$ cat config.mk
export PLATFORM = sky130hd
export DESIGN_NAME = trap_entry_unit
export DESIGN_NICKNAME = d
export VERILOG_FILES = /design/src/rtl/trap_pkg.sv /design/src/rtl/trap_code_fix.sv /design/src/rtl/trap_deleg_sel.sv /design/src/rtl/trap_vec_calc.sv /design/src/rtl/trap_entry_unit.sv
export SDC_FILE = /design/constraint.sdc
export NUM_CORES = 1
export LEC_CHECK = 0
export ABC_AREA = 1
export BUFFER_PORTS_ARGS = -buffer_cell sky130_fd_sc_hd__buf_2
export CAP_MARGIN = 20
export CORE_AREA = 2 2 171 173
export CTS_BUF_LIST = sky130_fd_sc_hd__clkbuf_8 sky130_fd_sc_hd__clkbuf_16
export CTS_CLUSTER_DIAMETER = 50
export DETAILED_ROUTE_END_ITERATION = 10
export DIE_AREA = 0 0 173 175
export RECOVER_POWER = 25
export SYNTH_ARGS = -nofsm -noshare
export SYNTH_HDL_FRONTEND = slang
export SYNTH_HIERARCHICAL = 1
export SYNTH_SLANG_ARGS = --single-unit
$ cat constraint.sdc
create_clock -name clk -period 7.7 [get_ports clk]
set_clock_uncertainty 0.15 [all_clocks]
set_input_delay 0.77 -clock clk [delete_from_list [all_inputs] [get_ports clk]]
set_output_delay 0.77 -clock clk [all_outputs]
set_load 0.005 [all_outputs]
$ cat src/rtl/trap_pkg.sv
package trap_pkg;
  localparam logic [1:0] PRIV_USER  = 2'd0;
  localparam logic [1:0] PRIV_SUPER = 2'd1;
  localparam logic [1:0] PRIV_MACH  = 2'd3;

  localparam int CODE_FETCH_MIS = 0;
  localparam int CODE_FETCH_ACC = 1;
  localparam int CODE_LOAD_MIS  = 4;
  localparam int CODE_LOAD_ACC  = 5;
  localparam int CODE_STORE_MIS = 6;
  localparam int CODE_STORE_ACC = 7;
  localparam int CODE_CALL_U    = 8;
  localparam int CODE_CALL_S    = 9;
  localparam int CODE_CALL_M    = 11;
  localparam int CODE_FETCH_PF  = 12;
  localparam int CODE_LOAD_PF   = 13;
  localparam int CODE_STORE_PF  = 15;

  localparam logic [1:0] VEC_MODE_TABLE = 2'd1;
endpackage

$ cat src/rtl/trap_code_fix.sv
module trap_code_fix #(
  parameter int CODE_W = 5
) (
  input  logic              is_irq,
  input  logic [CODE_W-1:0] code_in,
  input  logic [1:0]        priv,
  output logic [CODE_W-1:0] code_eff,
  output logic              addr_bearing
);
  import trap_pkg::*;

  // environment-call renaming
  always_comb begin
    code_eff = code_in;
    if (!is_irq) begin
      case (code_in)
        CODE_W'(CODE_CALL_U), CODE_W'(CODE_CALL_S), CODE_W'(CODE_CALL_M): begin
          case (priv)
            PRIV_USER:  code_eff = CODE_W'(CODE_CALL_U);
            PRIV_SUPER: code_eff = CODE_W'(CODE_CALL_S);
            default:    code_eff = CODE_W'(CODE_CALL_M);
          endcase
        end
        default: code_eff = code_in;
      endcase
    end
  end

  // codes that carry a faulting address
  always_comb begin
    addr_bearing = 1'b0;
    if (!is_irq) begin
      case (code_eff)
        CODE_W'(CODE_FETCH_MIS), CODE_W'(CODE_FETCH_ACC),
        CODE_W'(CODE_LOAD_MIS),  CODE_W'(CODE_LOAD_ACC),
        CODE_W'(CODE_STORE_MIS), CODE_W'(CODE_STORE_ACC),
        CODE_W'(CODE_FETCH_PF),  CODE_W'(CODE_LOAD_PF),
        CODE_W'(CODE_STORE_PF): addr_bearing = 1'b1;
        default:                addr_bearing = 1'b0;
      endcase
    end
  end
endmodule

$ cat src/rtl/trap_deleg_sel.sv
module trap_deleg_sel #(
  parameter int XLEN   = 32,
  parameter int CODE_W = 5
) (
  input  logic              is_irq,
  input  logic [CODE_W-1:0] code,
  input  logic [1:0]        priv,
  input  logic [XLEN-1:0]   exc_mask,
  input  logic [XLEN-1:0]   irq_mask,
  output logic              to_super
);
  import trap_pkg::*;

  logic [XLEN-1:0] mask_sel;
  logic [XLEN-1:0] mask_shift;
  logic            low_priv;

  always_comb begin
    mask_sel   = is_irq ? irq_mask : exc_mask;
    // a shift past the mask width yields zero: codes >= XLEN never delegate
    mask_shift = mask_sel >> code;
    low_priv   = (priv == PRIV_USER) || (priv == PRIV_SUPER);
    to_super   = low_priv && mask_shift[0];
  end
endmodule

$ cat src/rtl/trap_vec_calc.sv
module trap_vec_calc #(
  parameter int XLEN   = 32,
  parameter int CODE_W = 5
) (
  input  logic [XLEN-1:0]   tvec,
  input  logic              is_irq,
  input  logic [CODE_W-1:0] code,
  output logic [XLEN-1:0]   npc
);
  import trap_pkg::*;

  logic [XLEN-1:0] base;
  logic [XLEN-1:0] offset;
  logic            use_table;

  always_comb begin
    base      = {tvec[XLEN-1:2], 2'b00};
    use_table = is_irq && (tvec[1:0] == VEC_MODE_TABLE);
    offset    = use_table ? (XLEN'(code) << 2) : '0;
    npc       = base + offset;
  end
endmodule

$ cat src/rtl/trap_entry_unit.sv
module trap_entry_unit #(
  parameter int XLEN   = 32,
  parameter int CODE_W = 5
) (
  input  logic              clk,
  input  logic              rst_n,
  input  logic              trap_valid,
  input  logic              trap_is_irq,
  input  logic [CODE_W-1:0] trap_code,
  input  logic [XLEN-1:0]   trap_addr,
  input  logic [XLEN-1:0]   trap_pc,
  input  logic [1:0]        cur_priv,
  input  logic              cur_sie,
  input  logic              cur_spie,
  input  logic              cur_spp,
  input  logic              cur_mie,
  input  logic              cur_mpie,
  input  logic [1:0]        cur_mpp,
  input  logic [XLEN-1:0]   exc_deleg,
  input  logic [XLEN-1:0]   irq_deleg,
  input  logic [XLEN-1:0]   m_tvec,
  input  logic [XLEN-1:0]   s_tvec,
  output logic [1:0]        priv_o,
  output logic              sie_o,
  output logic              spie_o,
  output logic              spp_o,
  output logic              mie_o,
  output logic              mpie_o,
  output logic [1:0]        mpp_o,
  output logic [XLEN-1:0]   mcause_o,
  output logic [XLEN-1:0]   mepc_o,
  output logic [XLEN-1:0]   mtval_o,
  output logic [XLEN-1:0]   scause_o,
  output logic [XLEN-1:0]   sepc_o,
  output logic [XLEN-1:0]   stval_o,
  output logic [XLEN-1:0]   npc_o
);
  import trap_pkg::*;

  // reset: asserted asynchronously, released on the clock
  logic rst_meta_q, rst_core_n;
  always_ff @(posedge clk or negedge rst_n) begin
    if (!rst_n) begin
      rst_meta_q <= 1'b0;
      rst_core_n <= 1'b0;
    end else begin
      rst_meta_q <= 1'b1;
      rst_core_n <= rst_meta_q;
    end
  end

  logic [CODE_W-1:0] code_eff;
  logic              addr_bearing;
  logic              to_super;
  logic [XLEN-1:0]   tvec_sel;
  logic [XLEN-1:0]   npc_calc;

  trap_code_fix #(.CODE_W(CODE_W)) u_fix (
    .is_irq       (trap_is_irq),
    .code_in      (trap_code),
    .priv         (cur_priv),
    .code_eff     (code_eff),
    .addr_bearing (addr_bearing)
  );

  trap_deleg_sel #(.XLEN(XLEN), .CODE_W(CODE_W)) u_sel (
    .is_irq   (trap_is_irq),
    .code     (code_eff),
    .priv     (cur_priv),
    .exc_mask (exc_deleg),
    .irq_mask (irq_deleg),
    .to_super (to_super)
  );

  assign tvec_sel = to_super ? s_tvec : m_tvec;

  trap_vec_calc #(.XLEN(XLEN), .CODE_W(CODE_W)) u_vec (
    .tvec   (tvec_sel),
    .is_irq (trap_is_irq),
    .code   (code_eff),
    .npc    (npc_calc)
  );

  logic [1:0]      priv_q, priv_d, mpp_q, mpp_d;
  logic            sie_q, sie_d, spie_q, spie_d, spp_q, spp_d;
  logic            mie_q, mie_d, mpie_q, mpie_d;
  logic [XLEN-1:0] mcause_q, mcause_d, mepc_q, mepc_d, mtval_q, mtval_d;
  logic [XLEN-1:0] scause_q, scause_d, sepc_q, sepc_d, stval_q, stval_d;
  logic [XLEN-1:0] npc_q;
  logic [XLEN-1:0] cause_val, tval_val;

  // next-state
  always_comb begin
    cause_val = {trap_is_irq, (XLEN-1)'(code_eff)};
    tval_val  = addr_bearing ? trap_addr : '0;
    mcause_d  = mcause_q;
    mepc_d    = mepc_q;
    mtval_d   = mtval_q;
    scause_d  = scause_q;
    sepc_d    = sepc_q;
    stval_d   = stval_q;
    if (to_super) begin
      priv_d   = PRIV_SUPER;
      sie_d    = 1'b0;
      spie_d   = cur_sie;
      spp_d    = cur_priv[0];
      mie_d    = cur_mie;
      mpie_d   = cur_mpie;
      mpp_d    = cur_mpp;
      scause_d = cause_val;
      sepc_d   = trap_pc;
      stval_d  = tval_val;
    end else begin
      priv_d   = PRIV_MACH;
      sie_d    = cur_sie;
      spie_d   = cur_spie;
      spp_d    = cur_spp;
      mie_d    = 1'b0;
      mpie_d   = cur_mie;
      mpp_d    = cur_priv;
      mcause_d = cause_val;
      mepc_d   = trap_pc;
      mtval_d  = tval_val;
    end
  end

  // registers, clock-enabled by trap_valid
  always_ff @(posedge clk or negedge rst_core_n) begin
    if (!rst_core_n) begin
      priv_q   <= PRIV_MACH;
      sie_q    <= 1'b0;
      spie_q   <= 1'b0;
      spp_q    <= 1'b0;
      mie_q    <= 1'b0;
      mpie_q   <= 1'b0;
      mpp_q    <= 2'd0;
      mcause_q <= '0;
      mepc_q   <= '0;
      mtval_q  <= '0;
      scause_q <= '0;
      sepc_q   <= '0;
      stval_q  <= '0;
      npc_q    <= '0;
    end else if (trap_valid) begin
      priv_q   <= priv_d;
      sie_q    <= sie_d;
      spie_q   <= spie_d;
      spp_q    <= spp_d;
      mie_q    <= mie_d;
      mpie_q   <= mpie_d;
      mpp_q    <= mpp_d;
      mcause_q <= mcause_d;
      mepc_q   <= mepc_d;
      mtval_q  <= mtval_d;
      scause_q <= scause_d;
      sepc_q   <= sepc_d;
      stval_q  <= stval_d;
      npc_q    <= npc_calc;
    end
  end

  assign priv_o   = priv_q;
  assign sie_o    = sie_q;
  assign spie_o   = spie_q;
  assign spp_o    = spp_q;
  assign mie_o    = mie_q;
  assign mpie_o   = mpie_q;
  assign mpp_o    = mpp_q;
  assign mcause_o = mcause_q;
  assign mepc_o   = mepc_q;
  assign mtval_o  = mtval_q;
  assign scause_o = scause_q;
  assign sepc_o   = sepc_q;
  assign stval_o  = stval_q;
  assign npc_o    = npc_q;
endmodule

==> flow_summary_export.csv <==
group,metric,value,unit
status,status,"finished, violations left",
status,violations,"capacitance limit, slew limit",
global_routing,grt_pass1_wl,50900,um
final_layout,multi_input_area,4470,sq um
final_layout,final_common_cell,"nand2_1",
critical_path,crit_slowest_cell,"a21oi_4",
timing,whs,0.197,ns
detailed_routing,drtIter0Drc,673,
clock_tree,cts-resized-gates,0,
detailed_routing,drc,0,
die,initial_core_util,0.350,
global_routing,grt_pass1_vias,9254,
global_routing,antenna_found_initial,2,
detailed_routing,ant_nets,0,
logic_synthesis,syn_area,9940,sq um
final_layout,layout_common_cells,"715 x nand2_1, 387 x buf_2, 181 x dfrtp_1",
logic_synthesis,synth_edf_count,0,
detailed_routing,via_per_inst,4.60,
clock_tree,root_buffer,"clkbuf_16",
timing,drv_slew,183,
critical_path,r2r_setup_slack,2.60,ns
timing,hold_viol,0,
placement,gp_routability_congestion,0.923,
logic_synthesis,syn_avg_cell_area,7.09,sq um
critical_path,worstReg2RegStart,"rst_core_n$_DFF_PN0_",
final_layout,fin_nets,1963,
clock_tree,cts_max_level,4,
power,vdd_drop_max,141,uV
detailed_routing,dr_total_vias,9864,
power,finalPower,2.65,mW
placement,dp_hpwl,23600,um
power,p_leak,7.59,nW
detailed_routing,wire_per_inst,15.1,um
clock_tree,clkTransAtPathRegs,0.08,ns
placement,dpl.cell_count,2110,
critical_path,crit_path_max_incr_delay,0.75,ns
logic_synthesis,ys_seq_area_frac,0.458,
timing,max_freq,169,MHz
logic_synthesis,synth-main-ff-cell,"dfrtp_1",
die,coreArea,28400,sq um
min_path,hp-class,"reg2reg",
timing,min_period,5.91,ns
min_path,worst_hold_startpoint,"rst_meta_q$_DFF_PN0_",
timing,finalCritPeriodShare,0.768,
critical_path,critPathRequiredTime,7.88,ns
min_path,hold_end,"rst_core_n$_DFF_PN0_",
final_layout,drive_above_1_share,0.258,
timing,setup_viol,0,
die,ioPinCount,443,
clock_tree,clockBufferDepth,2,
timing,slew_headroom,-1.22,
final_layout,n_fill_cell,3029,
final_layout,seq_area,4560,sq um
global_routing,track_usage,0.212,
clock_tree,clock_latency,0.43,ns
placement,port-buffer-count,389,
detailed_routing,drtPass1Iterations,5,
detailed_routing,routed_wl,32400,um
die,fp.dieH,175,um
final_layout,final_util,0.439,
clock_tree,ctsHoldBuffers,1,
final_layout,layoutNonFillerInstCount,2145,
power,power.density,212,nW/um^2
critical_path,critPathLaunchType,"primary input",
global_routing,grt_max_degree,132,
clock_tree,cts_tree,"yes",
critical_path,crit_top_cell,"nand2_1",
critical_path,reg2reg_depth,1,
critical_path,arrival,6.09,ns
logic_synthesis,ys_warn_count,6,
timing,worstMarginPinSlew,3.33,ns
global_routing,overflow,0,
die,dieArea,30300,sq um
final_layout,synthToLayoutAreaGrowth,25.4,%
clock_tree,postCtsSetupRepairBufs,0,
timing,rsz0062_at_grt,"false",
die,rows,62,
clock_tree,numCtsBuffers,17,
logic_synthesis,ys_ff_latch,182,
critical_path,endpoint_kind,"register",
critical_path,critPathKind,"in2reg",
min_path,hold_depth,0,
logic_synthesis,synth_cells,1403,
clock_tree,clock_sinks,182,
die,fp.dieW,173,um
run,max_cap_viol_count,2,
logic_synthesis,synthArstFlopShare,1.00,
critical_path,r2r_end,"npc_o[1]$_DFFE_PN0P_",
critical_path,cp_max_fo,37,
timing,tns,0,ns
logic_synthesis,ys_types,31,
[flip-flops by register name (all words and copies together) (netlist names)]
register,flops
mcause_o,6
mepc_o,32
mie_o,1
mpie_o,1
mpp_o,2
mtval_o,32
npc_o,32
priv_o,1
rst_core_n,1
rst_meta_q,1
scause_o,6
sepc_o,32
sie_o,1
spie_o,1
spp_o,1
stval_o,32
[layout make-up]
| type | instances | share of cell area |
|---|---|---|
| tap | 384 | 0.0385 |
| clock inverter | 13 | 0.00983 |
| antenna | 1 | 0.000201 |
| timing repair buffer | 399 | 0.164 |
| clock buffer | 19 | 0.0363 |
| sequential | 182 | 0.365 |
| inverter | 89 | 0.0272 |
| multi-input combinational | 1058 | 0.359 |
[worst max-delay path: cells and delay by family]
family | cells | cell delay, ns
buffers and inverters | 7 | 1.43
AO/OA/AOI/OAI | 1 | 0.75
AND/OR/NAND/NOR | 23 | 2.53
adder cells (fa/ha/maj) | 2 | 0.59
[cell usage after synthesis (all sizes together) (2+ instances only)]
| cell type | instances | area, sq um |
|---|---|---|
| nand2 | 724 | 2740 |
| dfrtp | 181 | 4530 |
| nand3 | 170 | 866 |
| buf | 112 | 739 |
| inv | 88 | 330 |
| nor2 | 41 | 179 |
| o21ai | 33 | 165 |
| clkbuf | 15 | 56.3 |
| xor2 | 9 | 78.8 |
| nand4 | 7 | 43.8 |
| nand3b | 6 | 45.0 |
| ha | 5 | 62.6 |
| conb | 3 | 11.3 |
| a21oi | 2 | 13.8 |
[report_power, final]
part           total, mW  switching (mW)  internal, mW  leakage [nW]
logic              0.608           0.372         0.236          4.97
clock network      0.871           0.403         0.468         0.283
registers           1.17          0.0770          1.09          2.33
[cells by family after synthesis]
kind of cell,Yosys count,share of synthesized area
compound gates,36,0.0187
flops,182,0.458
xor+xnor,10,0.00881
fa+ha+maj,6,0.00831
other cells,3,0.00113
simple gates,950,0.391
buf+inv,216,0.114
[worst max-delay path by stage]
stage / start / endpoint / slack [ns] / cells past startpoint
detailed placement: trap_is_irq / npc_o[26]$_DFFE_PN0P_ / 1.31 / 33
global route: trap_is_irq / npc_o[10]$_DFFE_PN0P_ / 1.10 / 31
global placement: trap_is_irq / npc_o[26]$_DFFE_PN0P_ / 1.49 / 33
CTS: trap_is_irq / npc_o[26]$_DFFE_PN0P_ / 1.81 / 33
floorplan: rst_core_n$_DFF_PN0_ / mcause_o[0]$_DFFE_PN0P_ / 2.10 / 0
finish: trap_is_irq / npc_o[26]$_DFFE_PN0P_ / 1.79 / 33
[metrics by stage]
stage	setup WS (ns)	instance area, sq um
6_report	1.79	12500
5_1_grt	1.10	12500
4_1_cts	1.81	12500
3_5_place_dp	1.31	11900
3_3_place_gp	1.49	11900
2_1_floorplan	2.10	10100
[metal layers]
layer,global-route usage,part of all wire,up-vias
met4,0.0706,0.020,2
li1,-,-,4910
met3,0.0490,0.067,38
met1,0.273,0.44,4550
met5,0,0.00040,-
met2,0.352,0.48,364
No activity file was read; power rests on OpenSTA's default activity.
